==> config.mk <==
export PLATFORM = sky130hd
export DESIGN_NAME = te_trigger_top
export DESIGN_NICKNAME = d
export VERILOG_FILES = /design/src/rtl/te_trig_pkg.sv /design/src/rtl/te_pulse_meter.sv /design/src/rtl/te_event_class.sv /design/src/rtl/te_line_tracker.sv /design/src/rtl/te_trigger_top.sv
export SDC_FILE = /design/constraint.sdc
export NUM_CORES = 1
export LEC_CHECK = 0
export CORE_MARGIN = 2
export CORE_UTILIZATION = 50
export DETAILED_ROUTE_END_ITERATION = 7
export DONT_BUFFER_PORTS = 1
export SETUP_SLACK_MARGIN = 0.5
export SLEW_MARGIN = 10
export SYNTH_ARGS = -nofsm -noshare
export SYNTH_HDL_FRONTEND = slang
export SYNTH_SLANG_ARGS = --single-unit
==> constraint.sdc <==
create_clock -name clk -period 3.17 [get_ports clk]
set_input_delay 0.317 -clock clk [delete_from_list [all_inputs] [get_ports clk]]
set_output_delay 0.317 -clock clk [all_outputs]
set_load 0.05 [all_outputs]
==> src/rtl/te_trig_pkg.sv <==
`timescale 1ns/1ps
package te_trig_pkg;

   typedef enum logic [1:0] {
      TRIG_INTERNAL = 2'd0,
      TRIG_SHARED   = 2'd1,
      TRIG_SPLIT    = 2'd2,
      TRIG_RSVD     = 2'd3
   } trig_mode_e;

   typedef enum logic [1:0] {
      TRK_IDLE   = 2'd0,
      TRK_WAIT_V = 2'd1,
      TRK_COUNT  = 2'd2
   } trk_state_e;

   localparam int MIN_HS_TICKS        = 2;
   localparam int MIN_VS_TICKS_SHARED = 4;
   localparam int MIN_VS_TICKS_SPLIT  = 2;
   localparam int NUM_TE_CHANNELS     = 2;

endpackage

==> src/rtl/te_pulse_meter.sv <==
`timescale 1ns/1ps
module te_pulse_meter #(
   parameter int WIDTH_W     = 8,
   parameter int SYNC_STAGES = 2
) (
   input  logic               clk,
   input  logic               rst_n,
   input  logic               line_i,
   input  logic               act_high_i,
   output logic               end_o,
   output logic [WIDTH_W-1:0] len_o
);

   localparam logic [WIDTH_W-1:0] LEN_MAX = '1;
   localparam logic [WIDTH_W-1:0] LEN_ONE = WIDTH_W'(1);

   logic line_s;
   logic active;
   logic act_q;
   logic [WIDTH_W-1:0] cnt_q;

   if (SYNC_STAGES == 0) begin : g_nosync
      assign line_s = line_i;
   end else if (SYNC_STAGES == 1) begin : g_sync1
      logic sync_q;
      always_ff @(posedge clk or negedge rst_n) begin
         if (!rst_n) sync_q <= 1'b0;
         else        sync_q <= line_i;
      end
      assign line_s = sync_q;
   end else begin : g_syncn
      logic [SYNC_STAGES-1:0] sync_q;
      always_ff @(posedge clk or negedge rst_n) begin
         if (!rst_n) sync_q <= '0;
         else        sync_q <= {sync_q[SYNC_STAGES-2:0], line_i};
      end
      assign line_s = sync_q[SYNC_STAGES-1];
   end

   assign active = act_high_i ? line_s : ~line_s;

   always_ff @(posedge clk or negedge rst_n) begin
      if (!rst_n) begin
         act_q <= 1'b0;
         cnt_q <= '0;
         end_o <= 1'b0;
         len_o <= '0;
      end else begin
         act_q <= active;
         end_o <= act_q & ~active;
         if (act_q & ~active) len_o <= cnt_q;
         if (active) begin
            if (!act_q)                cnt_q <= LEN_ONE;
            else if (cnt_q != LEN_MAX) cnt_q <= cnt_q + LEN_ONE;
         end
      end
   end

   AST_LEN_NONZERO: assert property (@(posedge clk) disable iff (!rst_n)
      end_o |-> (len_o != '0));
   AST_END_SINGLE: assert property (@(posedge clk) disable iff (!rst_n)
      end_o |=> !end_o);
   AST_LEN_NO_WRAP: assert property (@(posedge clk) disable iff (!rst_n)
      (act_q && $past(act_q) && $past(cnt_q) == LEN_MAX) |-> (cnt_q == LEN_MAX));

endmodule

==> src/rtl/te_event_class.sv <==
`timescale 1ns/1ps
module te_event_class
   import te_trig_pkg::*;
#(
   parameter int WIDTH_W = 8
) (
   input  trig_mode_e         mode_i,
   input  logic [WIDTH_W-1:0] hs_width_i,
   input  logic [WIDTH_W-1:0] vs_width_i,
   input  logic               a_end_i,
   input  logic [WIDTH_W-1:0] a_len_i,
   input  logic               b_end_i,
   input  logic [WIDTH_W-1:0] b_len_i,
   output logic               v_evt_o,
   output logic               h_evt_o,
   output logic               cfg_err_o
);

   localparam logic [WIDTH_W-1:0] HS_MIN   = WIDTH_W'(MIN_HS_TICKS);
   localparam logic [WIDTH_W-1:0] VS_MIN_A = WIDTH_W'(MIN_VS_TICKS_SHARED);
   localparam logic [WIDTH_W-1:0] VS_MIN_B = WIDTH_W'(MIN_VS_TICKS_SPLIT);

   logic a_is_v;
   logic a_is_h;
   logic b_is_h;

   assign a_is_v = a_end_i && (a_len_i >= vs_width_i);
   assign a_is_h = a_end_i && (a_len_i >= hs_width_i) && (a_len_i < vs_width_i);
   assign b_is_h = b_end_i && (b_len_i >= hs_width_i);

   always_comb begin
      cfg_err_o = 1'b0;
      v_evt_o   = 1'b0;
      h_evt_o   = 1'b0;
      unique case (mode_i)
         TRIG_SHARED: begin
            cfg_err_o = (hs_width_i < HS_MIN) || (vs_width_i < VS_MIN_A) ||
                        (vs_width_i <= hs_width_i);
            v_evt_o   = a_is_v;
            h_evt_o   = a_is_h;
         end
         TRIG_SPLIT: begin
            cfg_err_o = (hs_width_i < HS_MIN) || (vs_width_i < VS_MIN_B) ||
                        (vs_width_i == hs_width_i);
            v_evt_o   = a_is_v;
            h_evt_o   = b_is_h && !a_is_v;
         end
         default: begin
            cfg_err_o = 1'b0;
         end
      endcase
   end

endmodule

==> src/rtl/te_line_tracker.sv <==
`timescale 1ns/1ps
module te_line_tracker
   import te_trig_pkg::*;
#(
   parameter int LINE_W = 11
) (
   input  logic              clk,
   input  logic              rst_n,
   input  logic              internal_i,
   input  logic              cfg_err_i,
   input  logic              go_i,
   input  logic              v_evt_i,
   input  logic              h_evt_i,
   input  logic [LINE_W-1:0] line_num_i,
   output logic              start_o,
   output logic              armed_o,
   output logic [LINE_W-1:0] line_cnt_o
);

   trk_state_e state_q;
   logic [LINE_W-1:0] cnt_q;
   logic [LINE_W-1:0] cnt_nxt;
   logic start_q;

   assign cnt_nxt    = cnt_q + LINE_W'(1);
   assign start_o    = start_q;
   assign armed_o    = (state_q != TRK_IDLE);
   assign line_cnt_o = cnt_q;

   always_ff @(posedge clk or negedge rst_n) begin
      if (!rst_n) begin
         state_q <= TRK_IDLE;
         cnt_q   <= '0;
         start_q <= 1'b0;
      end else begin
         start_q <= 1'b0;
         unique case (state_q)
            TRK_IDLE: begin
               if (go_i) begin
                  if (internal_i) begin
                     if (!start_q) start_q <= 1'b1;
                  end else if (!cfg_err_i) begin
                     state_q <= TRK_WAIT_V;
                  end
               end
            end
            default: begin
               if (v_evt_i) begin
                  cnt_q <= '0;
                  if (line_num_i == '0) begin
                     start_q <= 1'b1;
                     state_q <= TRK_IDLE;
                  end else begin
                     state_q <= TRK_COUNT;
                  end
               end else if (h_evt_i && state_q == TRK_COUNT) begin
                  cnt_q <= cnt_nxt;
                  if (cnt_nxt == line_num_i) begin
                     start_q <= 1'b1;
                     state_q <= TRK_IDLE;
                  end
               end
            end
         endcase
      end
   end

   AST_EVENTS_EXCLUSIVE: assert property (@(posedge clk) disable iff (!rst_n)
      !(v_evt_i && h_evt_i));
   AST_START_SINGLE: assert property (@(posedge clk) disable iff (!rst_n)
      start_o |=> !start_o);
   AST_DISARM_ON_START: assert property (@(posedge clk) disable iff (!rst_n)
      start_o |-> !armed_o);
   AST_LINE_ZERO_AFTER_V: assert property (@(posedge clk) disable iff (!rst_n)
      (armed_o && v_evt_i) |=> (line_cnt_o == '0));
   AST_LINE_STEP: assert property (@(posedge clk) disable iff (!rst_n)
      (state_q == TRK_COUNT && h_evt_i) |=> (line_cnt_o == $past(line_cnt_o) + LINE_W'(1)));
   AST_IDLE_HOLD: assert property (@(posedge clk) disable iff (!rst_n)
      !armed_o |=> $stable(line_cnt_o));
   AST_CFG_BLOCK: assert property (@(posedge clk) disable iff (!rst_n)
      (!armed_o && go_i && cfg_err_i && !internal_i) |=> !armed_o);
   AST_INTERNAL_NO_ARM: assert property (@(posedge clk) disable iff (!rst_n)
      (!armed_o && internal_i) |=> !armed_o);
   AST_GO_NO_REARM: assert property (@(posedge clk) disable iff (!rst_n)
      (armed_o && go_i && !v_evt_i && !h_evt_i) |=> (armed_o && $stable(line_cnt_o)));

endmodule

==> src/rtl/te_trigger_top.sv <==
`timescale 1ns/1ps
module te_trigger_top
   import te_trig_pkg::*;
#(
   parameter int WIDTH_W     = 8,
   parameter int LINE_W      = 11,
   parameter int SYNC_STAGES = 2
) (
   input  logic               clk,
   input  logic               rst_n,
   input  logic [1:0]         mode,
   input  logic [WIDTH_W-1:0] hs_width,
   input  logic [WIDTH_W-1:0] vs_width,
   input  logic [LINE_W-1:0]  line_num,
   input  logic               hs_pol,
   input  logic               vs_pol,
   input  logic               te_in,
   input  logic               te_hs_in,
   input  logic               go,
   output logic               start,
   output logic               armed,
   output logic               cfg_err,
   output logic [LINE_W-1:0]  line_cnt
);

   if (WIDTH_W < 3) begin : g_bad_width
      $error("WIDTH_W must hold the minimum vertical width");
   end
   if (LINE_W < 1 || LINE_W > 16) begin : g_bad_line
      $error("LINE_W out of range");
   end
   if (SYNC_STAGES < 0 || SYNC_STAGES > 4) begin : g_bad_sync
      $error("SYNC_STAGES out of range");
   end

   trig_mode_e mode_e;
   logic internal;
   logic [NUM_TE_CHANNELS-1:0] ch_line;
   logic [NUM_TE_CHANNELS-1:0] ch_pol;
   logic [NUM_TE_CHANNELS-1:0] ch_end;
   logic [WIDTH_W-1:0]         ch_len [NUM_TE_CHANNELS];
   logic v_evt;
   logic h_evt;

   assign mode_e   = trig_mode_e'(mode);
   assign internal = (mode_e == TRIG_INTERNAL) || (mode_e == TRIG_RSVD);
   assign ch_line  = {te_hs_in, te_in};
   assign ch_pol   = {hs_pol, vs_pol};

   for (genvar c = 0; c < NUM_TE_CHANNELS; c++) begin : g_meter
      te_pulse_meter #(
         .WIDTH_W     (WIDTH_W),
         .SYNC_STAGES (SYNC_STAGES)
      ) u_meter (
         .clk        (clk),
         .rst_n      (rst_n),
         .line_i     (ch_line[c]),
         .act_high_i (ch_pol[c]),
         .end_o      (ch_end[c]),
         .len_o      (ch_len[c])
      );
   end

   te_event_class #(
      .WIDTH_W (WIDTH_W)
   ) u_class (
      .mode_i     (mode_e),
      .hs_width_i (hs_width),
      .vs_width_i (vs_width),
      .a_end_i    (ch_end[0]),
      .a_len_i    (ch_len[0]),
      .b_end_i    (ch_end[1]),
      .b_len_i    (ch_len[1]),
      .v_evt_o    (v_evt),
      .h_evt_o    (h_evt),
      .cfg_err_o  (cfg_err)
   );

   te_line_tracker #(
      .LINE_W (LINE_W)
   ) u_track (
      .clk        (clk),
      .rst_n      (rst_n),
      .internal_i (internal),
      .cfg_err_i  (cfg_err),
      .go_i       (go),
      .v_evt_i    (v_evt),
      .h_evt_i    (h_evt),
      .line_num_i (line_num),
      .start_o    (start),
      .armed_o    (armed),
      .line_cnt_o (line_cnt)
   );

   AST_INTERNAL_NO_ERR: assert property (@(posedge clk) disable iff (!rst_n)
      internal |-> !cfg_err);

endmodule

==> flow_summary.ini, run 1 <==
[yosys]
synthCells = 416
yosys-top-cells-count = 60 x nand2_1, 54 x dfrtp_1, 38 x inv_1
synth_ff_type = dfrtp_1
yosys.cell_count.top_type = nand2_1
synth_cell_types = 57
ys_seq_area_frac = 0.367
synth.largest_area_cell = dfrtp_1
yosys_warnings = 0
avgSynthCellArea_um2 = 8.85
synth-edff-count = 0
ys_ff_latch = 54
syn_area_mm2 = 0.00368
synth_top_area_frac = 0.367
ys_async_sr_fraction = 1.00
ys_top_cells_by_area = dfrtp_1 37%, ha_1 13%, nand2_1 6.1%
syn-num-nets = 489

[floorplanning]
placementRows = 31
fp.dieW_um = 89.8
placeableCoreArea_mm2 = 0.00718
pin_count = 50
die_y_um = 89.8
start_util = 0.513
die_area_mm2 = 0.00807

[clocking]
clock-sinks = 54
clk_path_buf_depth = 2
post-cts-setup-buffers = 0
clk_pin_slew_ns = 0.10
clock_latency_ns = 0.31
cts_made_buffers = 5
htree_levels = 2
cts_root_buffer = clkbuf_8
cts_tree = done

[routing]
avgViaCountPerCell = 5.82
routed_wl_um = 8540
routedWlPerCell_um = 16.1
drt-initial-drc-count = 141
ant_nets = 0
drtPass1Iterations = 4
vias = 3097
drcViolationCount = 0

[grt]
track_usage = 0.215
grt_pass1_vias = 2981
antenna_found_initial = 0
grt_max_degree = 55
grt_pass1_wl_um = 14400
gr-total-overflow = 0

[flow_run]
max_cap_viol_count = 0

[worst_setup_path]
crit_family = simple AND/OR/NAND/NOR gates
startpoint_type = flip-flop
endpoint_kind = flip-flop
crit_arrival_ns = 2.81
worst-path-max-fanout = 11
slowest_stage = or4_4
worst-setup-path-type = reg -> reg
rr_startpoint = g_meter[0].u_meter.len_o[7]
crit_start = g_meter[0].u_meter.len_o[7]
path_buf_inv = 1
cpPeakStageDelay_ns = 0.49
crit_required_ns = 3.40
worstPathCellList = ha_1, a21oi_2, o21ai_1, or2_1, or4_4, a311oi_2, buf_6, mux2i_1

[power_and_ir_drop]
p_clk_frac = 0.244
vdd_drop_max_mv = 0.341
p_int_uw = 1170
p_sw_frac = 0.339
p_comb_frac = 0.254
p_switching_uw = 598
leakagePower_uw = 0.00196
p_per_area_mw_per_mm2 = 439
seq_power_share = 0.502

[timing]
setup_viol = 0
tightest_slew_ns = 0.743
rsz0062_at_grt = no
fin_hold_ws_ns = 0.0317
drv_slew = 0
hold_viol_final = 0
slew_headroom = 0.505
fin_tns_setup_ns = 0
fin_crit_ns = 2.57
fmax_ghz = 0.389
skew_ns = 0.0131
finalCritPeriodShare = 0.811

[outcome]
status = finished, final reports clean

[final_layout]
nNetsFinal = 505
drive_gt1_frac = 0.0970
diodes = 0
syn_to_final_growth_pct = 9.10
fillers = 647

[placed_design]
globalplace.congestion = 0.850
place_hpwl_um = 6460
port_buffers = 0

[min_path]
hp-class = in -> reg
hold_start = te_hs_in
==> cell families (layout without fill, tap and decap cells) <==
group | Yosys count | in the layout | share of synthesized area
buf+inv | 46 | 63 | 0.0506
xor+xnor | 16 | 16 | 0.0380
fa+ha+maj | 37 | 37 | 0.126
mux | 10 | 10 | 0.0296
compound gates | 89 | 89 | 0.170
simple gates | 164 | 164 | 0.219
flops | 54 | 54 | 0.367
==> cell usage in the layout, fill, tap and decap left out, types with 2 or more instances in the layout <==
cell / Yosys / final
ha_1: 37 / 37
nor4_1: 4 / 4
a22o_1: 2 / 2
o31ai_1: 6 / 6
a21oi_1: 11 / 11
xnor2_1: 10 / 10
nand3_1: 18 / 18
nand2_1: 60 / 60
a21o_1: 4 / 4
o211a_1: 2 / 2
and2_1: 3 / 3
a32oi_1: 2 / 2
or3_1: 7 / 7
nor2_1: 22 / 22
a211oi_1: 4 / 4
or2_2: 2 / 2
mux2_2: 7 / 7
o221ai_1: 5 / 5
xor2_1: 6 / 6
o21a_1: 2 / 2
nand4_1: 14 / 14
nor2b_1: 8 / 8
buf_4: 1 / 13
nand2b_1: 6 / 6
o21ai_1: 2 / 2
dfrtp_1: 54 / 54
o21ai_0: 30 / 30
nor3b_1: 3 / 3
clkbuf_8: 0 / 7
inv_1: 38 / 38
nor3_1: 7 / 7
o211ai_1: 5 / 5
mux2i_1: 3 / 3
and3_1: 4 / 4
==> worst register-to-register path, delay by kind of cell (launching register included) <==
kind	cells	cell delay (ns)
and+or+nand+nor	2	0.79
muxes	1	0.21
adders and majority gates	1	0.33
DFF	1	0.43
buffers and inverters	1	0.20
AOI/OAI and AO/OA	3	0.55
==> registers in the layout, indices dropped and copies added (netlist names) <==
| signal | flops |
|---|---|
| g_meter.u_meter.act_q | 2 |
| g_meter.u_meter.end_o | 2 |
| g_meter.u_meter.g_syncn.sync_q | 4 |
| u_track.state_q | 2 |
| u_track.start_o | 1 |
| g_meter.u_meter.cnt_q | 16 |
| u_track.line_cnt_o | 11 |
| g_meter.u_meter.len_o | 16 |
==> power groups by stage <==
stage                     logic, µW  clock network, µW  registers [µW]
after global routing            524                473             904
after floorplan                 352                  0             861
final                           449                431             885
after CTS                       452                450             885
after detailed placement        430                  0             899
after global placement          416                  0             898
==> repair_timing <==
| item | CTS | global route |
|---|---|---|
| resized for setup | 0 | 1 |
| hold buffers | 2 | 0 |
| endpoints found under the setup margin | 0 | 3 |
| hold endpoints to repair | 54 | 0 |
==> path summary, 6_finish.rpt <==
check                                                  endpoint  depth (start not counted)  slack, ns
setup reg to reg                          u_track.line_cnt_o[1]                          8       0.60
hold reg to reg            g_meter[1].u_meter.g_syncn.sync_q[1]                          0       0.36
hold / removal             g_meter[1].u_meter.g_syncn.sync_q[0]                          0       0.03
max in group asynchronous  g_meter[0].u_meter.g_syncn.sync_q[0]                          2       2.40
min in group asynchronous                    u_track.state_q[0]                          2       0.51
setup / recovery                          u_track.line_cnt_o[1]                          8       0.60
==> stage by stage <==
stage               cells  setup WS (ns)   util  instance area, µm²  total power (µW)
global route          532          0.489  0.560                4020              1900
detailed placement    522          0.621  0.540                3870              1330
floorplan             416          0.545      -                3680              1210
CTS                   532          0.592  0.560                4020              1790
global placement      522          0.706  0.540                3870              1310
finish                532          0.599  0.560                4020              1760
==> layer usage <==
metal  track usage  routed length [µm]  vias to the layer above
li1              -                   -                     1524
met1         0.307                4210                     1496
met2         0.350                3880                       68
met3        0.0369                 372                        9
met4        0.0410                  76                        0
met5             0                   0                        -
==> layout make-up <==
cell class / count / area (µm²) / area share
Multi-Input combinational cell: 316 / 2150 / 0.534
Sequential cell: 54 / 1350 / 0.336
Timing Repair Buffer: 16 / 146 / 0.0364
Inverter: 39 / 146 / 0.0364
Tap cell: 99 / 124 / 0.0308
Clock buffer: 7 / 96.3 / 0.0240
Clock inverter: 1 / 8.76 / 0.00218
(Power assumes the default switching activity.)
==> run 2: changes to the inputs <==
PLACE_DENSITY = 0.68   (was default)
clock period = 2.2 ns   (was 3.17 ns; I/O delays follow)
==> flow_summary.ini, run 2 (synthesis gave the netlist of run 1 again) <==
[timing]
tightest_slew_ns = 0.506
postLayoutSetupSlackWorst_ns = -0.202
setup_viol = 12
fin_hold_ws_ns = 0.0362
fin_crit_ns = 2.40
hold_viol_final = 0
fin_tns_setup_ns = -1.91
slew_headroom = 0.663
rsz0062_at_grt = yes
skew_ns = 0.00973
fmax_ghz = 0.416
drv_slew = 0
finalCritPeriodShare = 1.09

[worst_setup_path]
crit_required_ns = 2.44
worst-setup-path-type = reg -> reg
crit_arrival_ns = 2.64
r2r_cells = 9
endpoint_kind = flip-flop
rr_startpoint = g_meter[0].u_meter.len_o[7]
worst-path-max-fanout = 6
startpoint_type = flip-flop
worst_r2r_endpoint = u_track.line_cnt_o[1]
r2r_setup_slack_ns = -0.20

[clocking]
htree_levels = 2
cts_tree = done
clk_path_buf_depth = 2
cts_made_buffers = 5
cts_root_buffer = clkbuf_8
clock-sinks = 54
clk_pin_slew_ns = 0.10
clock_latency_ns = 0.32

[floorplanning]
start_util = 0.513
die_area_mm2 = 0.00807
placeableCoreArea_mm2 = 0.00718
die_y_um = 89.8
fp.dieW_um = 89.8
pin_count = 50
placementRows = 31

[routing]
ant_nets = 0
routed_wl_um = 9470
avgViaCountPerCell = 5.83
vias = 3381
drtPass1Iterations = 4
drcViolationCount = 0
drt-initial-drc-count = 125
routedWlPerCell_um = 16.3

[placed_design]
globalplace.congestion = 0.932
place_area_mm2 = 0.00418
post-place-ws_ns = -0.232
port_buffers = 0
place_hpwl_um = 7000

[grt]
gr-total-overflow = 0
grt_pass1_wl_um = 15900
antenna_found_initial = 0
track_usage = 0.240
grt_max_degree = 55
grt_pass1_vias = 3398

[power_and_ir_drop]
p_sw_frac = 0.339
p_int_uw = 1920
vdd_drop_max_mv = 0.793
p_clk_frac = 0.242
leakagePower_uw = 0.00224
p_switching_uw = 985
p_comb_frac = 0.319
seq_power_share = 0.439
p_per_area_mw_per_mm2 = 613

[min_path]
min_path_cells = 1
hold_end = g_meter[0].u_meter.act_q
hold_start = vs_pol
hp-class = in -> reg

[final_layout]
layout_commonest_cell = nand2_1
utilization = 0.662
fin_area_mm2 = 0.00475
layout_common_cells = 57 x nand2_1, 51 x buf_4, 49 x dfrtp_1
syn_to_final_growth_pct = 28.9
diodes = 0
drive_gt1_frac = 0.272
nNetsFinal = 553
fillers = 588

[outcome]
violations = negative setup slack
status = finished, violations left

[flow_run]
max_cap_viol_count = 0
==> run 2: cell types whose count changed in the layout (fill, tap and decap cells not counted), sizes merged <==
cell / change
clkbuf: -2
bufinv: +1
clkinvlp: +3
buf: +46
clkinv: -2
dlygate4sd3: +2
==> run 2: cell type report <==
cell class                      count  area, µm²  share of cell area
Clock buffer                        5       68.8              0.0145
Clock inverter                      3       48.8              0.0103
Inverter                           39        156              0.0329
Multi-Input combinational cell    316       2420               0.509
Sequential cell                    54       1360               0.286
Tap cell                           99        124              0.0261
Timing Repair Buffer               64        576               0.121
==> run 2: timing repair <==
action / 4_1_cts / 5_1_grt
pin swaps: 19 / 10
hold buffers: 4 / 0
gates cloned: 1 / 0
hold endpoints to repair: 56 / 0
resized for setup: 39 / 17
endpoints found under the setup margin: 21 / 28
buffers inserted: 8 / 6
==> run 2: worst max-delay path, cell delays in order (launching register included) <==
cell and delay [ns]:
dfrtp_1 0.43, ha_1 0.31, nand2_1 0.08, nor3_2 0.18, a21oi_2 0.08, or4_4 0.53, a311oi_4 0.25, buf_4 0.17
buf_12 0.11, mux2i_1 0.17
==> run 2: power by group through the flow <==
stage	clock, µW	combinational (µW)	sequential [µW]
final	703	929	1280
after global routing	756	1040	1300
after CTS	719	843	1270
after detailed placement	0	696	1290
after global placement	0	667	1280
after floorplan	0	514	1240
==> run 2: through the flow <==
step	cells	power [µW]
floorplan	416	1760
global placement	553	1950
detailed placement	553	1990
CTS	574	2830
global route	580	3090
finish	580	2910
==> run 2: worst max path at each step <==
stage | endpoint | slack (ns) | start
after floorplan | u_track.line_cnt_o[6] | -0.16 | g_meter[0].u_meter.len_o[5]
after CTS | u_track.line_cnt_o[1] | -0.18 | g_meter[0].u_meter.len_o[7]
after detailed placement | u_track.line_cnt_o[8] | -0.23 | g_meter[0].u_meter.len_o[5]
after global routing | u_track.line_cnt_o[1] | -0.31 | g_meter[0].u_meter.len_o[7]
final | u_track.line_cnt_o[1] | -0.20 | g_meter[0].u_meter.len_o[7]
after global placement | u_track.line_cnt_o[1] | -0.15 | g_meter[0].u_meter.len_o[5]
==> run 2: per-layer routing <==
metal	vias up	wire length [µm]	global-route usage
li1	1632	-	-
met1	1631	3990	0.301
met2	97	4860	0.425
met3	21	380	0.0411
met4	0	244	0.0769
met5	-	0	0
